### src/rtl/sg_addr_pkg.sv
package sg_addr_pkg;

    // Outcome of one advance request, decided from the current state.
    typedef enum logic [2:0] {
        ADV_NONE   = 3'd0,  // no request
        ADV_SKIP   = 3'd1,  // request while count is exhausted
        ADV_INPAGE = 3'd2,  // stays inside the current page
        ADV_CROSS  = 3'd3,  // moves on to the next page slot
        ADV_END    = 3'd4,  // exact finish at the end of the last page
        ADV_ERR    = 3'd5   // needs a page beyond the last slot
    } adv_kind_e;

endpackage

### src/rtl/sg_sat_sub.sv
module sg_sat_sub #(
    parameter int W = 15
) (
    input  logic [W-1:0] a_i,
    input  logic [W-1:0] b_i,
    output logic [W-1:0] y_o
);

    always_comb begin
        if (b_i >= a_i) begin
            y_o = '0;
        end else begin
            y_o = a_i - b_i;
        end
    end

endmodule

### src/rtl/sg_step_calc.sv
module sg_step_calc
    import sg_addr_pkg::*;
#(
    parameter int PAGE_BITS = 12,
    parameter int NUM_PAGES = 5,
    parameter int IDX_W     = 3,
    parameter int LEN_W     = 15,
    parameter int STEP_W    = 13
) (
    input  logic                 adv_i,
    input  logic [STEP_W-1:0]    bytes_i,
    input  logic [PAGE_BITS-1:0] offset_i,
    input  logic [IDX_W-1:0]     idx_i,
    input  logic [LEN_W-1:0]     remain_i,
    output adv_kind_e            kind_o,
    output logic [PAGE_BITS-1:0] next_off_o
);

    localparam int SUM_W = ((STEP_W > PAGE_BITS) ? STEP_W : PAGE_BITS) + 1;
    localparam logic [SUM_W-1:0] PAGE_SIZE = SUM_W'(1) << PAGE_BITS;
    localparam logic [IDX_W-1:0] LAST_IDX  = IDX_W'(NUM_PAGES - 1);

    logic [SUM_W-1:0] sum;
    logic             oversize;
    logic             carry;
    logic             on_last;
    logic             exact_end;
    logic             exhausted;

    assign sum        = SUM_W'(offset_i) + SUM_W'(bytes_i);
    assign oversize   = SUM_W'(bytes_i) > PAGE_SIZE;
    assign carry      = sum >= PAGE_SIZE;
    assign on_last    = idx_i == LAST_IDX;
    assign exact_end  = (LEN_W'(bytes_i) == remain_i) && (sum == PAGE_SIZE);
    assign exhausted  = remain_i == '0;
    assign next_off_o = sum[PAGE_BITS-1:0];

    always_comb begin
        if (!adv_i) begin
            kind_o = ADV_NONE;
        end else if (exhausted) begin
            kind_o = ADV_SKIP;
        end else if (oversize) begin
            kind_o = ADV_ERR;
        end else if (carry && on_last) begin
            kind_o = exact_end ? ADV_END : ADV_ERR;
        end else if (carry) begin
            kind_o = ADV_CROSS;
        end else begin
            kind_o = ADV_INPAGE;
        end
    end

endmodule

### src/rtl/sg_page_bank.sv
module sg_page_bank #(
    parameter int PTR_W     = 20,
    parameter int NUM_PAGES = 5,
    parameter int IDX_W     = 3
) (
    input  logic                       clk,
    input  logic                       rst_n,
    input  logic                       load_i,
    input  logic [NUM_PAGES*PTR_W-1:0] ptrs_i,
    input  logic [IDX_W-1:0]           idx_i,
    output logic [PTR_W-1:0]           ptr_o
);

    logic [PTR_W-1:0] slot_w [NUM_PAGES];

    for (genvar g = 0; g < NUM_PAGES; g++) begin : g_slot
        logic [PTR_W-1:0] ptr_q;

        always_ff @(posedge clk or negedge rst_n) begin
            if (!rst_n) begin
                ptr_q <= '0;
            end else if (load_i) begin
                ptr_q <= ptrs_i[g*PTR_W +: PTR_W];
            end
        end

        assign slot_w[g] = ptr_q;
    end

    always_comb begin
        ptr_o = '0;
        for (int k = 0; k < NUM_PAGES; k++) begin
            if (idx_i == IDX_W'(k)) begin
                ptr_o = slot_w[k];
            end
        end
    end

endmodule

### src/rtl/sg_addr_gen.sv
module sg_addr_gen
    import sg_addr_pkg::*;
#(
    parameter int ADDR_W    = 32,
    parameter int PAGE_BITS = 12,
    parameter int NUM_PAGES = 5,
    parameter int LEN_W     = 15,
    parameter int STEP_W    = PAGE_BITS + 1,
    parameter int IDX_W     = $clog2(NUM_PAGES),
    parameter int PTR_W     = ADDR_W - PAGE_BITS
) (
    input  logic                       clk,
    input  logic                       rst_n,
    input  logic                       load_i,
    input  logic [NUM_PAGES*PTR_W-1:0] page_ptrs_i,
    input  logic [PAGE_BITS-1:0]       offset_i,
    input  logic [LEN_W-1:0]           total_i,
    input  logic                       adv_i,
    input  logic [STEP_W-1:0]          adv_bytes_i,
    output logic [ADDR_W-1:0]          addr_o,
    output logic [LEN_W-1:0]           remain_o,
    output logic [IDX_W-1:0]           page_idx_o,
    output logic                       done_o,
    output logic                       overflow_o
);

    typedef struct packed {
        logic [PAGE_BITS-1:0] offset;
        logic [IDX_W-1:0]     idx;
        logic [LEN_W-1:0]     remain;
        logic                 ovf;
    } walk_t;

    walk_t st_d, st_q;

    adv_kind_e            kind;
    logic [PAGE_BITS-1:0] next_off;
    logic [LEN_W-1:0]     rem_sub;
    logic [PTR_W-1:0]     cur_ptr;

    sg_page_bank #(
        .PTR_W     (PTR_W),
        .NUM_PAGES (NUM_PAGES),
        .IDX_W     (IDX_W)
    ) bank_i (
        .clk    (clk),
        .rst_n  (rst_n),
        .load_i (load_i),
        .ptrs_i (page_ptrs_i),
        .idx_i  (st_q.idx),
        .ptr_o  (cur_ptr)
    );

    sg_step_calc #(
        .PAGE_BITS (PAGE_BITS),
        .NUM_PAGES (NUM_PAGES),
        .IDX_W     (IDX_W),
        .LEN_W     (LEN_W),
        .STEP_W    (STEP_W)
    ) step_i (
        .adv_i      (adv_i),
        .bytes_i    (adv_bytes_i),
        .offset_i   (st_q.offset),
        .idx_i      (st_q.idx),
        .remain_i   (st_q.remain),
        .kind_o     (kind),
        .next_off_o (next_off)
    );

    sg_sat_sub #(
        .W (LEN_W)
    ) sub_i (
        .a_i (st_q.remain),
        .b_i (LEN_W'(adv_bytes_i)),
        .y_o (rem_sub)
    );

    always_comb begin
        st_d = st_q;
        if (load_i) begin
            st_d.offset = offset_i;
            st_d.idx    = '0;
            st_d.remain = total_i;
            st_d.ovf    = 1'b0;
        end else if (!st_q.ovf) begin
            case (kind)
                ADV_INPAGE: begin
                    st_d.offset = next_off;
                    st_d.remain = rem_sub;
                end
                ADV_CROSS: begin
                    st_d.offset = next_off;
                    st_d.idx    = st_q.idx + IDX_W'(1);
                    st_d.remain = rem_sub;
                end
                ADV_END: begin
                    st_d.remain = '0;
                end
                ADV_ERR: begin
                    st_d.ovf = 1'b1;
                end
                default: begin
                end
            endcase
        end
    end

    always_ff @(posedge clk or negedge rst_n) begin
        if (!rst_n) begin
            st_q <= '0;
        end else begin
            st_q <= st_d;
        end
    end

    assign addr_o     = {cur_ptr, st_q.offset};
    assign remain_o   = st_q.remain;
    assign page_idx_o = st_q.idx;
    assign done_o     = st_q.remain == '0;
    assign overflow_o = st_q.ovf;

endmodule

### config.mk
export PLATFORM = sky130hd
export DESIGN_NAME = sg_addr_gen
export DESIGN_NICKNAME = d
export VERILOG_FILES = /design/src/rtl/sg_addr_pkg.sv /design/src/rtl/sg_sat_sub.sv /design/src/rtl/sg_step_calc.sv /design/src/rtl/sg_page_bank.sv /design/src/rtl/sg_addr_gen.sv
export SDC_FILE = /design/constraint.sdc
export NUM_CORES = 1
export LEC_CHECK = 0
export BUFFER_PORTS_ARGS = -buffer_cell sky130_fd_sc_hd__buf_2
export CORE_MARGIN = 2
export CORE_UTILIZATION = 40
export DETAILED_ROUTE_END_ITERATION = 6
export SETUP_SLACK_MARGIN = 0.4
export SYNTH_ARGS = -nofsm -noshare
export SYNTH_HDL_FRONTEND = slang
export SYNTH_SLANG_ARGS = --single-unit
### constraint.sdc
create_clock -name clk -period 4.2 [get_ports clk]
set_input_delay 0.42 -clock clk [delete_from_list [all_inputs] [get_ports clk]]
set_output_delay 0.42 -clock clk [all_outputs]
set_load 0.005 [all_outputs]
; ---- Word level (Yosys, flattened, before mapping)
; Cells that the tools add are included.
[totals]
reg_bits = 131
input_bits = 144
out_inout_bits = 52
wordCells = 55
[op_classes]
mux = 18
magnitude_cmp = 3
addsub = 3
eq_ne = 11
n_reduce_logical = 11
[op_table]
columns = op, count
row1 = two-way mux 20 bit, 5
row2 = two-way mux 31 bit, 2
row3 = one-hot mux 15 bit (2 select lines), 1
row4 = equality test 13 x 15 -> 1 bit, 1
row5 = greater-or-equal comparator 13 x 15 -> 1 bit, 1
row6 = logical NOT 15 bit, 1
row7 = two-way mux 15 bit, 1
row8 = two-way mux 3 bit, 5
row9 = subtractor 15 x 13 -> 15 bit, 1
row10 = adder 12 x 13 -> 14 bit, 1
row11 = "equality test 14 x 13 -> 1 bit, second input constant", 1
row12 = "greater-or-equal comparator 14 x 13 -> 1 bit, second input constant", 1
row13 = "greater-than comparator 13 bit, second input constant", 1
row14 = "equality test 3 x 2 -> 1 bit, second input constant", 4
row15 = two-way mux 12 bit, 1
row16 = "equality test 3 bit, second input constant", 3
row17 = AND reduction 2 bit, 3
row18 = nonzero test 2 bit, 2
row19 = "adder 3 x 1 -> 3 bit, second input constant", 1
row20 = "equality test 3 x 1 -> 1 bit, second input constant", 1
row21 = logical NOT 3 bit, 1
row22 = two-way mux 1 bit, 3
row23 = nonzero test 3 bit, 1
row24 = logical AND 1 bit, 2
row25 = other kinds (2), 2

; ---- Longest topological paths before layout
; Gate-level depths: netlist of the first run.
[logic_depth]
word_depth = 13
depth_mapped = 12
ltp_nobuf = 12

; ---- By module
; From an unflattened synthesis of the first run, not the netlist that was laid out.
[hier_totals]
hier_cells = 737
area_unflattened_um2 = 8262.9
[modules_own_cells]
columns = module, instances, cells_each, seq_area_each_um2, area_each_um2
row1 = sg_page_bank, 1, 330, 2502.4, 4654.5
row2 = sg_addr_gen, 1, 133, 775.7, 1610.3
row3 = sg_step_calc, 1, 139, 0.0, 1018.5
row4 = sg_sat_sub, 1, 135, 0.0, 979.7

; ---- Worst setup path after synthesis of the first run
; No wires, ideal clock.
[synth_path]
kind = input to register
from = input adv_bytes_i[0]
to = register st_q (netlist bit remain_o[14])
required_time_ns = 4.075
path_buffers = 1
cell_stages = 11
setup_ns = 0.125
path_slack_ns = 0.767
arrival_ns = 3.308
cell_sequence = ha_1 -> fa_1 -> a211oi_1 -> o21ai_0 -> a31o_2 -> xor2_1 -> or3_1 -> or4b_4 -> nand3b_4 -> buf_12 -> mux2_4
[synth_between]
elab_chain_cells = 13
elab_cells_between_ends = 25
classes_between = 2 x add/sub / 3 x order compare / 5 x eq/ne / 10 x mux / 5 x reduce/logical
[synth_lines]
columns = item, line
row1 = "start, declared", sg_addr_gen.sv:19  ; input logic [STEP_W-1:0] adv_bytes_i,
row2 = "parallel branches: the longest is 13 deep, another holds adder 12 x 13 -> 14 bit", n/a
row3 = "end signal, assigned", sg_addr_gen.sv:112  ; st_q <= st_d;
row4 = "end, declared", sg_addr_gen.sv:34  ; walk_t st_d, st_q;
; Several ways; the timed one is not identified. The select of a mux whose other input is x is not followed.
; A chain may end at the register's enable or synchronous reset.

; ---- Final worst setup path of the first run
[layout_path]
from = register st_q (netlist bit addr_o[0])
to = register st_q (netlist bit remain_o[8])
[layout_between]
elab_chain_cells = 13
elab_cells_between_ends = 20
classes_between = 1 x add/sub / 1 x order compare / 4 x eq/ne / 9 x mux / 5 x reduce/logical
[layout_lines]
columns = item, line
row1 = adder 12 x 13 -> 14 bit *, sg_step_calc.sv:30  ; assign sum = SUM_W'(offset_i) + SUM_W'(bytes_i);
row2 = "parallel branches: the longest is 3 deep, another holds greater-or-equal comparator 14 x 13 -> 1 bit", n/a
row3 = two-way mux 3 bit *, sg_step_calc.sv:45  ; end else if (carry && on_last) begin
row4 = two-way mux 3 bit *, sg_step_calc.sv:43  ; end else if (oversize) begin
row5 = two-way mux 3 bit *, sg_step_calc.sv:41  ; end else if (exhausted) begin
row6 = two-way mux 3 bit *, sg_step_calc.sv:39  ; if (!adv_i) begin
row7 = equality test 3 x 2 -> 1 bit, sg_addr_gen.sv:86  ; case (kind)
row8 = OR reduction 2 bit (no source line), n/a
row9 = one-hot mux 15 bit (2 select lines), sg_addr_gen.sv:86
row10 = two-way mux 31 bit, sg_addr_gen.sv:85  ; end else if (!st_q.ovf) begin
row11 = two-way mux 31 bit, sg_addr_gen.sv:80  ; if (load_i) begin
; Every way passes the cells marked *. The select of a mux whose other input is x is not followed.

==> flow_summary_export.csv, run 1 <==
group,metric,value,unit
run_status,status,"finished clean",
logic_synthesis,yosys_warnings,0,
clocking,post_cts_buffers,0,
placed_design,place_ws,301,ps
placed_design,portBuffers,195,
grt,grt_pass1_vias,6201,
cells_and_area,fin_nets,1060,
cells_and_area,multi_input_area,3930,µm²
logic_synthesis,synth-main-ff-cell,"dfrtp_1",
clocking,cts_max_path_buffers,2,
cells_and_area,fillCellCount,1692,
job,maxCapViolCount,0,
floorplan,core.rowCount,49,
logic_synthesis,synth_area_leaders,"dfrtp_1, mux2_2, ha_1, o21ai_0, a222oi_1",
sta,fin_worst_skew,5.19,ps
cells_and_area,syn_to_final_growth,23.3,%
floorplan,dieArea,19800,µm²
cells_and_area,register_area,3280,µm²
placed_design,hpwl,15800,µm
route,dr_total_vias,6279,
sta,timing.fmax,274,MHz
floorplan,io-pin-count,196,
power,leakage,4.35,nW
critical_path,timing.rr.end,"remain_o[8]",
route,drt-initial-drc-count,398,
route,wl_per_cell,19.3,µm
sta,setup_viol,0,
sta,tns,0,ps
logic_synthesis,synth_edf_count,0,
logic_synthesis,synth_cells,699,
placed_design,dpl_cell_area,8650,µm²
sta,finalCritPeriodShare,0.867,
critical_path,crit_start,"addr_o[0]",
clocking,clk_pin_slew,60,ps
critical_path,crit_type,"register to register",
logic_synthesis,ys_seq_area_frac,0.440,
clocking,cts_resized,0,
sta,max_slew_margin,0.388,
grt,antenna_found_initial,5,
critical_path,path_cells,"ha_1 -> fa_1 -> a211oi_2 -> o21ai_0 -> a31o_2 -> xor2_1 -> or3_1 -> or4b_4 -> nand3b_4 -> mux2_2",
grt,grt_max_degree,79,
logic_synthesis,synthesis.area,7460,µm²
critical_path,worstReg2RegStart,"addr_o[0]",
sta,period_needed,3640,ps
floorplan,floorplan.initialDensity,0.411,
logic_synthesis,synth_top_area_cell,"dfrtp_1",
route,via_per_inst,5.57,
route,dr.pass1.iters,6,
cells_and_area,final_area,9200,µm²
sta,hold_viol,0,
route,postRouteAntennaNets,0,
sta,finalMaxSlewViolations,0,
grt,grt_overflow,0,
critical_path,crit_family,"simple AND/OR/NAND/NOR gates",
critical_path,critPathSlowestCell,"or4b_4",
critical_path,endpoint_kind,"register",
logic_synthesis,async_flop_share,1.00,
critical_path,path_depth,10,
logic_synthesis,synth-seq-cells,131,
grt,grt_first_pass_wirelength,33800,µm
grt,grt.total_usage,0.219,
min_path,hold_class,"input port to asynchronous set/reset pin",
logic_synthesis,synth_top_area_share,0.440,
critical_path,r2r_slack,560,ps
clocking,clk_latency,420,ps
clocking,postCtsHoldBufs,0,
clocking,cts_num_sinks,131,
route,drc,0,
critical_path,cp_data_arrival_time,3940,ps
cells_and_area,drive_above_1_share,0.402,
logic_synthesis,syn_nets,875,
sta,rsz0062_at_grt,"no",
clocking,cts_root_buf,"clkbuf_16",
floorplan,die_w,141,µm
placed_design,gp_congestion,0.895,
clocking,cts_buffers,17,
critical_path,critPathCapture,"remain_o[8]",
logic_synthesis,synth_cell_types,58,
power,power_density,507,nW/µm²
sta,layout_setup_ws,557,ps
power,vdd_drop_max,296,µV
clocking,cts_tree,"yes",
critical_path,cp.required,4500,ps
critical_path,cp_num_buf_inv,0,
route,drt-total-wl,21700,µm
critical_path,ff2ff_path_depth,10,
logic_synthesis,syn_area_per_cell,10.7,µm²
critical_path,slowest_delay,560,ps
floorplan,fp.coreArea,18100,µm²
critical_path,crit_path_max_fanout,15,
floorplan,die_y,141,µm
clocking,h-tree-depth,4,
sta,worst_slew_pin_slew,917,ps
critical_path,cp-start-kind,"register",
[logic make-up (layout without fill, tap and decap cells)]
family / after synthesis / after routing / synth area share
compound gates: 165 / 165 / 0.151
xor+xnor: 19 / 19 / 0.0223
fa+ha+maj: 32 / 32 / 0.0557
buf+inv: 66 / 264 / 0.0357
flops: 131 / 131 / 0.440
mux: 127 / 127 / 0.193
other cells: 0 / 2 / 0
simple gates: 159 / 159 / 0.102
[stage by stage]
stage / hold WS (ps) / cells / total power, mW / util
final: 50.4 / 1128 / 4.66 / 0.507
after global routing: 118 / 1127 / 4.94 / 0.507
after CTS: 77.6 / 1126 / 4.69 / 0.506
after detailed placement: 496 / 1094 / 3.31 / 0.477
after global placement: 490 / 1094 / 3.30 / 0.477
after floorplan: 124 / 699 / 2.72 / -
[how the worst min path moves through the flow]
stage                               start  slack [ps]                          to  cells after the start
2_1_floorplan                       rst_n         120                   addr_o[0]                      0
3_3_place_gp    bank_i.g_slot[2].ptr_q[6]         490   bank_i.g_slot[2].ptr_q[6]                      1
3_5_place_dp   bank_i.g_slot[3].ptr_q[13]         500  bank_i.g_slot[3].ptr_q[13]                      1
4_1_cts                             rst_n          80                   addr_o[4]                      1
5_1_grt                             rst_n         120                   addr_o[3]                      1
6_report                            rst_n          50                   addr_o[3]                      1
[cell type report]
| class | instances | share of cell area |
|---|---|---|
| Tap cell | 229 | 0.0312 |
| Antenna cell | 2 | 0.000544 |
| Clock buffer | 19 | 0.0471 |
| Sequential cell | 131 | 0.356 |
| Multi-Input combinational cell | 502 | 0.427 |
| Timing Repair Buffer | 206 | 0.116 |
| Inverter | 26 | 0.0106 |
| Clock inverter | 13 | 0.0112 |
[worst register-to-register path, stage by stage, from the launching register on]
cell,delay [ps]
dfrtp_1,400
ha_1,220
fa_1,440
a211oi_2,300
o21ai_0,140
a31o_2,270
xor2_1,160
or3_1,380
or4b_4,560
nand3b_4,260
mux2_2,400
[Yosys cell counts, drive strengths merged, types with 3 or more instances]
| cell | n |
|---|---|
| xor2 | 8 |
| a21oi | 38 |
| buf | 6 |
| a22o | 12 |
| a211oi | 7 |
| nand3 | 9 |
| a21o | 6 |
| clkbuf | 34 |
| a222oi | 20 |
| mux2i | 14 |
| ha | 30 |
| a221o | 3 |
| a2111oi | 3 |
| nor4 | 8 |
| inv | 26 |
| xnor2 | 11 |
| o21a | 6 |
| nor2 | 41 |
| dfrtp | 131 |
| o31ai | 4 |
| or3 | 3 |
| o21ai | 46 |
| nor2b | 3 |
| nand4 | 4 |
| nand2 | 46 |
| mux2 | 113 |
| nor3 | 30 |
[layer usage]
layer  up-vias  share of wire  global-route usage
li1       2982              -                   -
met1      3037           0.45               0.293
met2       219           0.46               0.339
met3        37          0.072              0.0684
met4         4          0.023              0.0716
met5         -        0.00083                   0
[state kept, by name, indices dropped and copies added, names as in the netlist]
| signal | flops |
|---|---|
| page_idx_o | 3 |
| bank_i.g_slot.ptr_q | 100 |
| remain_o | 15 |
| overflow_o | 1 |
| addr_o | 12 |
[power by group]
part	total (mW)	leakage [nW]	internal (mW)	switching (mW)
logic	1.69	2.54	0.795	0.893
clock network	1.36	0.255	0.762	0.602
registers	1.61	1.55	1.44	0.166
[cell usage in the layout (no fill, tap or decap), types with 3 or more instances in the layout]
cell type | netlist | layout
a21o_1 | 6 | 6
mux2_4 | 8 | 8
buf_2 | 2 | 193
mux2i_1 | 14 | 14
nand4_1 | 4 | 4
buf_4 | 0 | 12
a211oi_1 | 7 | 6
dfrtp_1 | 131 | 131
a21oi_1 | 38 | 38
o31ai_1 | 4 | 4
a222oi_1 | 20 | 20
xor2_1 | 8 | 8
xnor2_1 | 11 | 11
ha_1 | 30 | 30
clkinv_4 | 0 | 4
nand3_1 | 9 | 9
o21a_1 | 6 | 6
nor3_1 | 30 | 30
clkinvlp_4 | 0 | 3
mux2_2 | 105 | 105
o21ai_0 | 46 | 46
nor2_1 | 41 | 41
a22o_1 | 12 | 12
nand2_1 | 45 | 44
inv_6 | 0 | 4
or3_1 | 3 | 3
inv_1 | 26 | 26
nor2b_1 | 3 | 3
clkbuf_16 | 0 | 17
nor4_1 | 8 | 8
Note: power is estimated with default switching activity, not from simulation.
==> inputs of run 2 (changes only) <==
- CAP_MARGIN: not set -> 30
- GPL_TIMING_DRIVEN: not set -> 0
==> flow_summary_export.csv, run 2 (same netlist as run 1, synthesis figures left out) <==
group,metric,value,unit
route,highest_layer,"met5",
sta,worst_slew_pin_slew,682,ps
power,power_density,515,nW/µm²
route,wl_met3,1590,µm
job,maxCapViolCount,0,
grt,grt.total_usage,0.224,
grt,antenna_found_initial,5,
clocking,clk_latency,420,ps
placed_design,dp_cells,1124,
min_path,whs_endpoint,"addr_o[10]",
critical_path,cp.required,4500,ps
power,seq_power_share,0.333,
power,clkPwrFrac,0.317,
critical_path,path_cells,"ha_1 -> and3_1 -> a221o_1 -> a2111oi_2 -> nor3_1 -> or3_1 -> or4b_4 -> nand3b_4 -> buf_12 -> mux2_4",
route,dr.pass1.iters,7,
floorplan,fp.coreArea,18100,µm²
grt,grt_overflow,0,
route,dr_total_vias,6470,
clocking,clk_pin_slew,60,ps
cells_and_area,fin_nets,1091,
route,met2_length,10500,µm
critical_path,cp-start-kind,"register",
critical_path,crit_path_max_fanout,10,
sta,rsz0062_at_grt,"no",
critical_path,worstReg2RegStart,"addr_o[4]",
power,power,4.83,mW
route,postRouteAntennaNets,0,
critical_path,ff2ff_path_depth,10,
sta,hold_viol,0,
route,wl_per_cell,19.0,µm
floorplan,core.rowCount,49,
cells_and_area,register_area,3280,µm²
floorplan,dieArea,19800,µm²
clocking,h-tree-depth,4,
sta,fin_worst_skew,7.34,ps
route,wl_met1,9540,µm
power,switchingPower,1.68,mW
cells_and_area,largest_reg_flops,100,
clocking,cts_buffers,17,
floorplan,floorplan.initialDensity,0.411,
sta,setup_viol,0,
min_path,hold_path_depth,3,
floorplan,die_w,141,µm
placed_design,gp_congestion,0.893,
clocking,cts_num_sinks,131,
power,p_comb_frac,0.351,
run_status,violations,"DRC",
critical_path,timing.rr.end,"remain_o[7]",
power,vdd_drop_max,303,µV
cells_and_area,most-common-layout-cells,"buf_2, dfrtp_1, mux2_2",
floorplan,io-pin-count,196,
cells_and_area,fillCellCount,1700,
clocking,cts_tree,"yes",
grt,grt_pass1_vias,6441,
sta,finalMaxSlewViolations,0,
cells_and_area,layout_commonest_cell,"buf_2",
run_status,status,"finished, violations left",
clocking,cts_max_path_buffers,2,
placed_design,portBuffers,195,
cells_and_area,drive_above_1_share,0.383,
critical_path,cp_data_arrival_time,3950,ps
route,via_per_inst,5.58,
critical_path,crit_start,"addr_o[4]",
power,p_int,3.15,mW
route,drc,3,
placed_design,hpwl,17100,µm
power,p_sw_frac,0.348,
sta,tns,0,ps
cells_and_area,final_cell_count_no_fill,1160,
grt,grt_max_degree,79,
critical_path,critPathSlowestCell,"or4b_4",
sta,period_needed,3650,ps
critical_path,crit_type,"register to register",
min_path,hold_class,"input port to register",
cells_and_area,regMostFlops,"bank_i.g_slot.ptr_q",
sta,max_slew_margin,0.545,
cells_and_area,syn_to_final_growth,25.9,%
power,leakage,4.40,nW
cells_and_area,multi_input_area,3930,µm²
route,drt-initial-drc-count,454,
sta,timing.fmax,274,MHz
floorplan,die_y,141,µm
critical_path,r2r_slack,550,ps
sta,finalCritPeriodShare,0.870,
min_path,hp-start,"offset_i[10]",
critical_path,endpoint_kind,"register",
clocking,cts_root_buf,"clkbuf_16",
grt,grt_first_pass_wirelength,34500,µm
critical_path,slowest_delay,570,ps
clocking,post_cts_buffers,0,
route,drt-total-wl,22000,µm
==> run 2: changes by cell type in the layout (fill, tap and decap cells not counted), moves of 2 or more <==
cell	previous run	this run
clkbuf_1	2	34
buf_1	0	3
clkinv_2	2	0
inv_8	0	2
bufinv_16	0	2
buf_4	12	0
buf_2	193	196
==> run 2: what timing repair did <==
action,4_1_cts,5_1_grt
endpoints found under the hold margin,53,0
endpoints found under the setup margin,0,16
gates resized for setup,0,3
hold buffers,1,0
==> run 2: power groups by stage <==
| stage | logic (mW) | clock network, mW | registers [mW] |
|---|---|---|---|
| after CTS | 1.69 | 1.56 | 1.61 |
| after global placement | 1.67 | 0 | 1.63 |
| final | 1.69 | 1.53 | 1.61 |
| after global routing | 1.89 | 1.61 | 1.63 |
| after floorplan | 1.13 | 0 | 1.59 |
| after detailed placement | 1.68 | 0 | 1.63 |
==> run 2: final cells by class <==
class / instances / area share
sequential: 131 / 0.349
clock buffer: 18 / 0.0468
multi-input combinational: 502 / 0.418
buffer: 40 / 0.0180
tap: 229 / 0.0305
timing repair buffer: 197 / 0.109
inverter: 26 / 0.0104
clock inverter: 14 / 0.0177
antenna: 3 / 0.000800
==> run 2: routing by layer <==
layer	vias to the layer above	GRT usage
met5	-	0
met4	4	0.0658
met3	32	0.0660
met1	3178	0.295
met2	218	0.361
li1	3038	-
==> run 2: how the worst max path moves through the flow <==
stage	slack, ps	endpoint
final	550	remain_o[7]
after global routing	430	remain_o[2]
after CTS	450	remain_o[7]
after detailed placement	300	remain_o[14]
after global placement	270	remain_o[14]
after floorplan	770	remain_o[14]
==> run 2: through the flow <==
step	cell area (µm²)	setup WS, ps	hold slack (ps)	utilization
2_1_floorplan	7460	767	124	-
3_3_place_gp	8720	274	490	0.481
3_5_place_dp	8750	299	420	0.482
4_1_cts	9370	448	189	0.516
5_1_grt	9380	432	213	0.517
6_report	9390	545	201	0.517
==> run 2: worst max-delay path: cells and delay by family, from the launching register on <==
kind / cells / cell delay, ps
and+or+nand+nor: 5 / 1470
adders and majority gates: 1 / 380
buffers and inverters: 1 / 170
DFF: 1 / 420
muxes: 1 / 300
AOI/OAI and AO/OA: 2 / 790
